File: src/rtl/cardDmaPkg.sv
package cardDmaPkg;

  typedef enum logic [1:0] {
    ST_IDLE    = 2'd0,
    ST_CARD_WR = 2'd1,
    ST_CARD_RD = 2'd2
  } dmaState_e;

  // strobes from control to datapath
  typedef struct packed {
    logic start;
    logic active;
    logic dirRead;
  } dmaCtrl_t;

  // status from datapath to control
  typedef struct packed {
    logic allMoved;
    logic fifoFault;
  } dmaStat_t;

endpackage

File: src/rtl/cardDmaFifo.sv
module cardDmaFifo #(
  parameter int WIDTH = 32,
  parameter int DEPTH = 8
) (
  input  logic             clk,
  input  logic             rstN,
  input  logic             flush,
  input  logic             push,
  input  logic [WIDTH-1:0] pushData,
  input  logic             pop,
  output logic [WIDTH-1:0] popData,
  output logic             full,
  output logic             empty
);

  localparam int IDX_W = (DEPTH > 1) ? $clog2(DEPTH) : 1;
  localparam int LVL_W = $clog2(DEPTH + 1);

  logic [WIDTH-1:0] store [DEPTH];
  logic [IDX_W-1:0] wrIdx, rdIdx;
  logic [LVL_W-1:0] level;
  logic doPush, doPop;

  function automatic logic [IDX_W-1:0] stepIdx(input logic [IDX_W-1:0] i);
    return (i == IDX_W'(DEPTH - 1)) ? '0 : i + 1'b1;
  endfunction

  assign full    = (level == LVL_W'(DEPTH));
  assign empty   = (level == '0);
  assign doPush  = push && !full;
  assign doPop   = pop && !empty;
  assign popData = store[rdIdx];

  always_ff @(posedge clk) begin
    if (doPush) store[wrIdx] <= pushData;
  end

  always_ff @(posedge clk) begin
    if (!rstN || flush) begin
      wrIdx <= '0;
      rdIdx <= '0;
      level <= '0;
    end else begin
      if (doPush) wrIdx <= stepIdx(wrIdx);
      if (doPop)  rdIdx <= stepIdx(rdIdx);
      case ({doPush, doPop})
        2'b10:   level <= level + 1'b1;
        2'b01:   level <= level - 1'b1;
        default: level <= level;
      endcase
    end
  end

endmodule

File: src/rtl/cardDmaControl.sv
module cardDmaControl
  import cardDmaPkg::*;
#(
  parameter int CMD_W  = 6,
  parameter int RD_CMD = 17,
  parameter int WR_CMD = 24
) (
  input  logic             clk,
  input  logic             rstN,
  input  logic             cmdDone,
  input  logic             cmdOk,
  input  logic [CMD_W-1:0] cmdIndex,
  input  dmaStat_t         stat,
  output dmaCtrl_t         ctrl,
  output logic             busy,
  output logic             xferDone,
  output logic             xferErr
);

  dmaState_e state, stateNext;
  logic isRdCmd, isWrCmd, trigger;

  assign isRdCmd = (cmdIndex == CMD_W'(RD_CMD));
  assign isWrCmd = (cmdIndex == CMD_W'(WR_CMD));
  assign trigger = (state == ST_IDLE) && cmdDone && cmdOk && (isRdCmd || isWrCmd);

  assign ctrl.start   = trigger;
  assign ctrl.active  = (state != ST_IDLE);
  assign ctrl.dirRead = (state == ST_CARD_RD);
  assign busy         = ctrl.active;

  always_comb begin
    stateNext = state;
    case (state)
      ST_IDLE: begin
        if (trigger) stateNext = isRdCmd ? ST_CARD_RD : ST_CARD_WR;
      end
      ST_CARD_WR, ST_CARD_RD: begin
        if (stat.fifoFault || stat.allMoved) stateNext = ST_IDLE;
      end
      default: stateNext = ST_IDLE;
    endcase
  end

  always_ff @(posedge clk) begin
    if (!rstN) begin
      state    <= ST_IDLE;
      xferDone <= 1'b0;
      xferErr  <= 1'b0;
    end else begin
      state    <= stateNext;
      xferErr  <= ctrl.active && stat.fifoFault;
      xferDone <= ctrl.active && !stat.fifoFault && stat.allMoved;
    end
  end

endmodule

File: src/rtl/cardDmaDatapath.sv
module cardDmaDatapath
  import cardDmaPkg::*;
#(
  parameter int ADDR_W      = 32,
  parameter int DATA_W      = 32,
  parameter int BLOCK_BYTES = 512,
  parameter int FIFO_DEPTH  = 8
) (
  input  logic              clk,
  input  logic              rstN,
  input  dmaCtrl_t          ctrl,
  output dmaStat_t          stat,
  input  logic              addrWrEn,
  input  logic [ADDR_W-1:0] addrWrData,
  output logic              busStb,
  output logic              busWe,
  output logic [ADDR_W-1:0] busAddr,
  output logic [DATA_W-1:0] busWdata,
  input  logic [DATA_W-1:0] busRdata,
  input  logic              busAck,
  input  logic              cardPop,
  output logic [DATA_W-1:0] cardTxWord,
  output logic              cardTxEmpty,
  input  logic              cardPush,
  input  logic [DATA_W-1:0] cardRxWord,
  output logic              cardRxFull
);

  localparam int WORD_BYTES = DATA_W / 8;
  localparam int WORDS      = BLOCK_BYTES / WORD_BYTES;
  localparam int CNT_W      = $clog2(WORDS + 1);

  logic [ADDR_W-1:0] startAddr, ptr;
  logic [CNT_W-1:0]  beatCnt, cardCnt;
  logic txFull, txEmpty, rxFull, rxEmpty;
  logic [DATA_W-1:0] txHead, rxHead;
  logic beatsLeft, cardLeft, beatGo, cardGo;
  logic cardWant, fifoBlocked;

  assign beatsLeft = (beatCnt != CNT_W'(WORDS));
  assign cardLeft  = (cardCnt != CNT_W'(WORDS));

  // bus side: no beat without room (write) or data (read)
  assign busStb   = ctrl.active && beatsLeft && (ctrl.dirRead ? !rxEmpty : !txFull);
  assign busWe    = ctrl.dirRead;
  assign busAddr  = ptr;
  assign busWdata = rxHead;
  assign beatGo   = busStb && busAck;

  // card side
  assign cardWant    = ctrl.active && cardLeft && (ctrl.dirRead ? cardPush : cardPop);
  assign fifoBlocked = ctrl.dirRead ? rxFull : txEmpty;
  assign cardGo      = cardWant && !fifoBlocked;

  assign stat.fifoFault = cardWant && fifoBlocked;
  assign stat.allMoved  = !beatsLeft && !cardLeft;

  assign cardTxWord  = txHead;
  assign cardTxEmpty = txEmpty;
  assign cardRxFull  = rxFull;

  always_ff @(posedge clk) begin
    if (!rstN) begin
      startAddr <= '0;
    end else if (addrWrEn) begin
      startAddr <= addrWrData;
    end
  end

  always_ff @(posedge clk) begin
    if (!rstN) begin
      ptr     <= '0;
      beatCnt <= '0;
      cardCnt <= '0;
    end else if (ctrl.start) begin
      ptr     <= startAddr;
      beatCnt <= '0;
      cardCnt <= '0;
    end else begin
      if (beatGo) begin
        ptr     <= ptr + ADDR_W'(WORD_BYTES);
        beatCnt <= beatCnt + 1'b1;
      end
      if (cardGo) cardCnt <= cardCnt + 1'b1;
    end
  end

  cardDmaFifo #(.WIDTH(DATA_W), .DEPTH(FIFO_DEPTH)) txFifo (
    .clk      (clk),
    .rstN     (rstN),
    .flush    (ctrl.start),
    .push     (beatGo && !ctrl.dirRead),
    .pushData (busRdata),
    .pop      (cardGo && !ctrl.dirRead),
    .popData  (txHead),
    .full     (txFull),
    .empty    (txEmpty)
  );

  cardDmaFifo #(.WIDTH(DATA_W), .DEPTH(FIFO_DEPTH)) rxFifo (
    .clk      (clk),
    .rstN     (rstN),
    .flush    (ctrl.start),
    .push     (cardGo && ctrl.dirRead),
    .pushData (cardRxWord),
    .pop      (beatGo && ctrl.dirRead),
    .popData  (rxHead),
    .full     (rxFull),
    .empty    (rxEmpty)
  );

endmodule

File: src/rtl/cardDmaEngine.sv
module cardDmaEngine
  import cardDmaPkg::*;
#(
  parameter int ADDR_W      = 32,
  parameter int DATA_W      = 32,
  parameter int BLOCK_BYTES = 512,
  parameter int FIFO_DEPTH  = 8,
  parameter int CMD_W       = 6,
  parameter int RD_CMD      = 17,
  parameter int WR_CMD      = 24
) (
  input  logic              clk,
  input  logic              rstN,
  input  logic              addrWrEn,
  input  logic [ADDR_W-1:0] addrWrData,
  input  logic              cmdDone,
  input  logic              cmdOk,
  input  logic [CMD_W-1:0]  cmdIndex,
  output logic              busStb,
  output logic              busWe,
  output logic [ADDR_W-1:0] busAddr,
  output logic [DATA_W-1:0] busWdata,
  input  logic [DATA_W-1:0] busRdata,
  input  logic              busAck,
  input  logic              cardPop,
  output logic [DATA_W-1:0] cardTxWord,
  output logic              cardTxEmpty,
  input  logic              cardPush,
  input  logic [DATA_W-1:0] cardRxWord,
  output logic              cardRxFull,
  output logic              busy,
  output logic              xferDone,
  output logic              xferErr
);

  dmaCtrl_t ctrl;
  dmaStat_t stat;

  cardDmaControl #(.CMD_W(CMD_W), .RD_CMD(RD_CMD), .WR_CMD(WR_CMD)) control (
    .clk      (clk),
    .rstN     (rstN),
    .cmdDone  (cmdDone),
    .cmdOk    (cmdOk),
    .cmdIndex (cmdIndex),
    .stat     (stat),
    .ctrl     (ctrl),
    .busy     (busy),
    .xferDone (xferDone),
    .xferErr  (xferErr)
  );

  cardDmaDatapath #(
    .ADDR_W(ADDR_W), .DATA_W(DATA_W),
    .BLOCK_BYTES(BLOCK_BYTES), .FIFO_DEPTH(FIFO_DEPTH)
  ) datapath (
    .clk         (clk),
    .rstN        (rstN),
    .ctrl        (ctrl),
    .stat        (stat),
    .addrWrEn    (addrWrEn),
    .addrWrData  (addrWrData),
    .busStb      (busStb),
    .busWe       (busWe),
    .busAddr     (busAddr),
    .busWdata    (busWdata),
    .busRdata    (busRdata),
    .busAck      (busAck),
    .cardPop     (cardPop),
    .cardTxWord  (cardTxWord),
    .cardTxEmpty (cardTxEmpty),
    .cardPush    (cardPush),
    .cardRxWord  (cardRxWord),
    .cardRxFull  (cardRxFull)
  );

endmodule

File: config.mk
export PLATFORM = sky130hd
export DESIGN_NAME = cardDmaEngine
export DESIGN_NICKNAME = d
export VERILOG_FILES = /design/src/rtl/cardDmaPkg.sv /design/src/rtl/cardDmaFifo.sv /design/src/rtl/cardDmaControl.sv /design/src/rtl/cardDmaDatapath.sv /design/src/rtl/cardDmaEngine.sv
export SDC_FILE = /design/constraint.sdc
export NUM_CORES = 1
export LEC_CHECK = 0
export CORE_MARGIN = 4
export CORE_UTILIZATION = 55
export DETAILED_ROUTE_END_ITERATION = 10
export PLACE_DENSITY = 0.83
export SLEW_MARGIN = 20
export SYNTH_ARGS = -nofsm -noshare
export SYNTH_HDL_FRONTEND = slang
export SYNTH_SLANG_ARGS = --single-unit
File: constraint.sdc
create_clock -name clk -period 8 [get_ports clk]
set_clock_uncertainty 0.2 [all_clocks]
set_input_delay 1.6 -clock clk [delete_from_list [all_inputs] [get_ports clk]]
set_output_delay 1.6 -clock clk [all_outputs]
set_load 0.02 [all_outputs]
==> key figures, run 1 <==
Setup path
  – Crit Path Class: reg -> out
  – Startpoint types: register
  – Worst path arrival time: ~3.5 ns
  – RR Startpoint: control.state[0]
  – Crit path max fanout: ~40
  – Setup slack, reg-to-reg: approximately 4.2 ns
  – Reg2Reg Depth: 13
  – CP Capture Type: primary output
  – Critical path required time: a little over 6 ns
  – Reg2reg end: datapath.rxFifo.level[2]

Hold path
  – Worst hold path type: reg -> reg
  – Hold Path Sink: datapath.busAddr[0]
  – Hold Path Depth: 2
  – Hold Startpoint: datapath.startAddr[0]

STA
  – Final hold violations: 0
  – RSZ-0062 raised after global routing: no
  – Slew margin rel.: 0.298
  – Least-Margin Pin Slew: 1.05 ns
  – Final min period: 5.31 ns
  – Final setup vio count: 0
  – Final setup TNS: 0 ns
  – Pins Over Slew Limit: 0
  – Period utilization: 0.664
  – FMAX: between 150 and 200 MHz

Floorplan
  – IO Count: between 200 and 250
  – Die height: around 220 µm
  – Initial core utilization: 0.555
  – Die Width: 219 µm
  – Core Region: around 0.044 mm²
  – Rows: between 70 and 80
  – Total die area: ~0.048 mm²

Route
  – Average routed wire per standard cell: roughly 23 µm
  – Drt first pass iters: 5
  – Routed Antenna Nets: 0
  – Vias: around 13,000
  – Drt total wl: ~52,000 µm
  – Post-route DRC: 0
  – Vias per cell: between 5 and 6
  – Detailed Route Iter0 Violations: around 1,400

Layout
  – Share of cells above drive strength 1: 0.199
  – Antenna cells: 0
  – Area grow syn2layout: 19.6%
  – Final Net Count: roughly 1,700
  – Most common cell after layout, fill and taps aside: edfxtp_1
  – Post-route cell area: just under 0.03 mm²
  – FILL cells: 2,907
  – Most frequent cells in the layout: 512 x edfxtp_1, 211 x clkdlybuf4s50_1, 128 x mux4_2, 106 x dfxtp_1, 71 x nand2_1

CTS
  – Worst skew pair latency: around 0.6 ns
  – Clock sink total: 622
  – Post-CTS sizing: 0
  – # hold bufs at CTS: 0
  – Total CTS buffers: 60
  – Root buf cell: clkbuf_16
  – CTS clk-pin slew, worst paths: ~0.060 ns
  – Post-CTS Setup Repair Bufs: 0
  – Clk buf depth: 3
  – CTS tree: yes
  – H-tree Lvls: 2

Power
  – Leak pwr: a little over 9 nW
  – PwrDens: 221 mW/mm²
  – Peak VDD IR: roughly 0.19 mV

Logic synthesis
  – Synth cell types: 55
  – Ys async rst share: 0
  – Synth Flop Type: edfxtp_1
  – Mapped Area: roughly 0.024 mm²
  – Synth Register Bits: about 620
  – Post-synth EDFFs: around 510
  – Post-Syn Instances: about 1,400
  – Yosys warning count: 0
  – Net count after synthesis: about 1,500
  – Part of the Yosys area used for sequential elements: 0.718
  – Syn Area/Cell: roughly 18 µm²

GRT
  – GRT overflow: 0
  – Initial antenna violation count: 3
  – GRT Total Usage: 0.216
  – Largest net degree at the start of global routing: 65
  – First-pass GRT wire length: slightly below 80,000 µm
  – Vias in the first global route: 13,700

Status
  – Status: complete, no violations

Place
  – PortBufs: 212
  – GP Congestion: 0.828
  – DP Wirelength: a little under 30,000 µm
  – Area after DPL: ~0.027 mm²

Flow run
  – Number of max-cap violations: 0
==> kinds of logic after synthesis <==
group           Yosys count  synth area share
compound gates          115            0.0309
xor+xnor                 20           0.00716
fa+ha+maj                21            0.0107
buf+inv                  85            0.0133
flops                   622             0.718
mux                     235             0.165
simple gates            264            0.0547
==> state kept, by name, summed over array words and instances (netlist names), named ones only <==
signal,flops
datapath.rxFifo.level,4
datapath.rxFifo.wrIdx,3
control.state,2
datapath.txFifo.store,256
datapath.rxFifo.rdIdx,3
datapath.startAddr,32
datapath.beatCnt,8
datapath.txFifo.rdIdx,3
datapath.cardCnt,8
datapath.busAddr,32
control.xferErr,1
datapath.txFifo.level,4
datapath.txFifo.wrIdx,3
datapath.rxFifo.store,256
control.xferDone,1
==> where the power goes <==
group	internal [mW]	switching, mW
logic	0.122	0.141
clock network	1.50	1.17
registers	3.53	0.0156
==> cell usage after synthesis, drive strengths merged (15+ instances only) <==
cell type	number	area (µm²)
mux2	64	721
nand3	20	100
buf	24	97.6
nor2	68	255
a21oi	40	200
mux2i	43	430
edfxtp	512	15400
nand4	15	93.8
nand2	71	267
clkbuf	46	173
ha	21	263
mux4	128	2880
dfxtp	110	2200
==> layer usage <==
metal,track usage,part of all wire,wire [µm],up-vias
met5,0,0.00085,44,-
met4,0.0653,0.026,1350,6
met3,0.0415,0.071,3640,100
met2,0.372,0.52,26600,511
met1,0.282,0.39,19900,6785
li1,-,-,-,5940
==> stage by stage <==
step	std cells	setup slack (ns)	utilization	hold slack (ns)	power, mW
after global routing	2229	2.40	0.663	0.286	6.70
after CTS	2227	2.55	0.662	0.268	6.54
after detailed placement	2121	3.00	0.620	0.256	3.87
after floorplan	1362	1.48	-	0.231	3.73
after global placement	2120	3.11	0.620	0.248	3.86
final	2229	2.69	0.663	0.257	6.48
==> critical path, stage by stage, from the launching register on <==
cell and delay (ns):
dfxtp_4 0.65, buf_4 0.74, mux4_2 0.61, mux2_2 0.32, clkdlybuf4s50_1 0.56
==> worst max path at each step <==
stage	to	cells past startpoint
after floorplan	datapath.rxFifo.store[1][0]	4
after global placement	datapath.txFifo.level[2]	11
after detailed placement	datapath.txFifo.level[2]	11
after CTS	busWdata[7]	4
after global routing	busWdata[7]	4
final	busWdata[0]	4
==> area by class of cell <==
cell class,count,area (µm²),area share
Multi-Input combinational cell,655,6670,0.228
Clock buffer,73,1550,0.0530
Clock inverter,33,294,0.0100
Timing Repair Buffer,239,2380,0.0813
Sequential cell,622,17600,0.601
Tap cell,592,741,0.0253
Inverter,15,56.3,0.00192
(Power assumes the default switching activity.)
==> inputs of run 2 (changes only) <==
Settings changed: CORE_UTILIZATION 55 to 52.
Clock period 8 ns to 4.3 ns, I/O delays scaled along.
==> key figures, run 2 (synthesis gave the netlist of run 1 again) <==
Layout
  – Register Area: 0.0176 mm²
  – Share of cells above drive strength 1: 0.207
  – Final Net Count: roughly 1,700
  – Area grow syn2layout: 20.8%
  – Biggest regs: datapath.rxFifo.store: 256 flops, datapath.txFifo.store: 256 flops
  – FILL cells: approximately 3,100
  – Multi-input gate area: approximately 0.0067 mm²
  – Fin util: 0.635
  – Most frequent cells in the layout: 512 x edfxtp_1, 211 x clkdlybuf4s50_1, 128 x mux4_2, 106 x dfxtp_1, 71 x nand2_1
  – Most common cell after layout, fill and taps aside: edfxtp_1

Setup path
  – Crit Path Class: reg -> out
  – Setup slack, reg-to-reg: about 0.97 ns
  – Crit path max fanout: 19
  – Critical path required time: about 3.2 ns
  – CP Capture Type: primary output
  – Worst path arrival time: ~3 ns
  – Startpoint types: register

Floorplan
  – Die Width: about 220 µm
  – Die height: ~220 µm
  – IO Count: roughly 210
  – Total die area: a little over 0.05 mm²
  – Rows: between 70 and 80
  – Core Region: ~0.047 mm²
  – Initial core utilization: 0.526

Route
  – Drt total wl: about 52,000 µm
  – Average routed wire per standard cell: 23.0 µm
  – Routed Antenna Nets: 0
  – Vias: between 10,000 and 15,000
  – Vias per cell: roughly 5.9
  – Detailed Route Iter0 Violations: 1,200
  – Drt first pass iters: 5
  – Post-route DRC: 0

STA
  – FMAX: roughly 250 MHz
  – RSZ-0062 raised after global routing: no
  – Final setup vio count: 0
  – Pins Over Slew Limit: 0
  – Final hold violations: 0
  – Period utilization: 0.947
  – Final min period: roughly 4 ns
  – Slew margin rel.: 0.348
  – Setup WS post-layout: approximately 0.23 ns
  – Least-Margin Pin Slew: between 0.9 and 1 ns

Place
  – DP Wirelength: 30,200 µm
  – GP Congestion: ~0.81
  – Dpl ws: roughly 0.56 ns
  – PortBufs: about 210

GRT
  – Initial antenna violation count: 3
  – Largest net degree at the start of global routing: 65
  – Vias in the first global route: roughly 14,000
  – GRT overflow: 0
  – First-pass GRT wire length: between 80,000 and 90,000 µm
  – GRT Total Usage: 0.207

CTS
  – Post-CTS Setup Repair Bufs: 0
  – H-tree Lvls: 2
  – Post-CTS sizing: 0
  – Worst skew pair latency: 0.61 ns
  – Clock sink total: 622
  – Total CTS buffers: 60
  – Root buf cell: clkbuf_16
  – CTS clk-pin slew, worst paths: approximately 0.060 ns
  – Clk buf depth: 3
  – # hold bufs at CTS: 0
  – CTS tree: yes

Power
  – Peak VDD IR: about 0.46 mV
  – Leak pwr: 9.37 nW
  – PwrDens: between 400 and 500 mW/mm²
  – Final total power: ~12 mW

Flow run
  – Number of max-cap violations: 0

Hold path
  – Worst hold path type: reg -> reg

Status
  – Status: complete, no violations
[run 2: cell types whose count changed in the layout (fill, tap and decap cells not counted), sizes merged]
cell	previous run	this run
buf	28	39
diode	0	2
clkbuf	73	81
clkinvlp	6	5
bufinv	4	3
[run 2: per-stage QoR]
step | cell area [µm²] | hold WS [ns] | setup TNS, ns | cells
finish | 29500 | 0.280 | 0 | 2263
global route | 29500 | 0.295 | 0 | 2263
CTS | 29500 | 0.283 | 0 | 2261
detailed placement | 27600 | 0.251 | 0 | 2149
global placement | 27600 | 0.245 | 0 | 2149
floorplan | 24500 | 0.231 | -183.17 | 1362
[run 2: power by group]
part           leakage [nW]  internal, mW  switching (mW)  total (mW)
Clock                 0.922          2.87            2.18        5.04
Sequential             5.50          6.56          0.0303        6.59
Combinational          2.96         0.233           0.268       0.501
Total                  9.37          9.66            2.48        12.1
[run 2: final cells by class]
| type | count | share of cell area |
|---|---|---|
| Clock inverter | 31 | 0.00910 |
| Sequential cell | 622 | 0.595 |
| Clock buffer | 81 | 0.0556 |
| Tap cell | 607 | 0.0257 |
| Timing Repair Buffer | 250 | 0.0860 |
| Antenna cell | 2 | 0.000169 |
| Multi-Input combinational cell | 655 | 0.226 |
| Inverter | 15 | 0.00191 |
[run 2: critical path, stage by stage, from the launching register on]
cell             delay (ns)
dfxtp_4                0.61
buf_4                  0.36
mux4_2                 0.55
mux2_2                 0.28
clkdlybuf4s50_1        0.60
[run 2: worst paths after layout]
path                         startpoint                  endpoint  cells past startpoint
setup reg to reg       control.state[0]  datapath.txFifo.level[3]                     13
hold reg to reg   datapath.startAddr[0]       datapath.busAddr[0]                      2
setup / recovery               register             cardTxWord[8]                      4
hold / removal    datapath.startAddr[0]       datapath.busAddr[0]                      2
[run 2: per-layer routing]
metal	track usage	vias up	part of all wire
li1	-	5999	-
met1	0.273	6751	0.40
met5	0	-	0.00013
met2	0.353	457	0.51
met4	0.0621	2	0.025
met3	0.0404	91	0.062
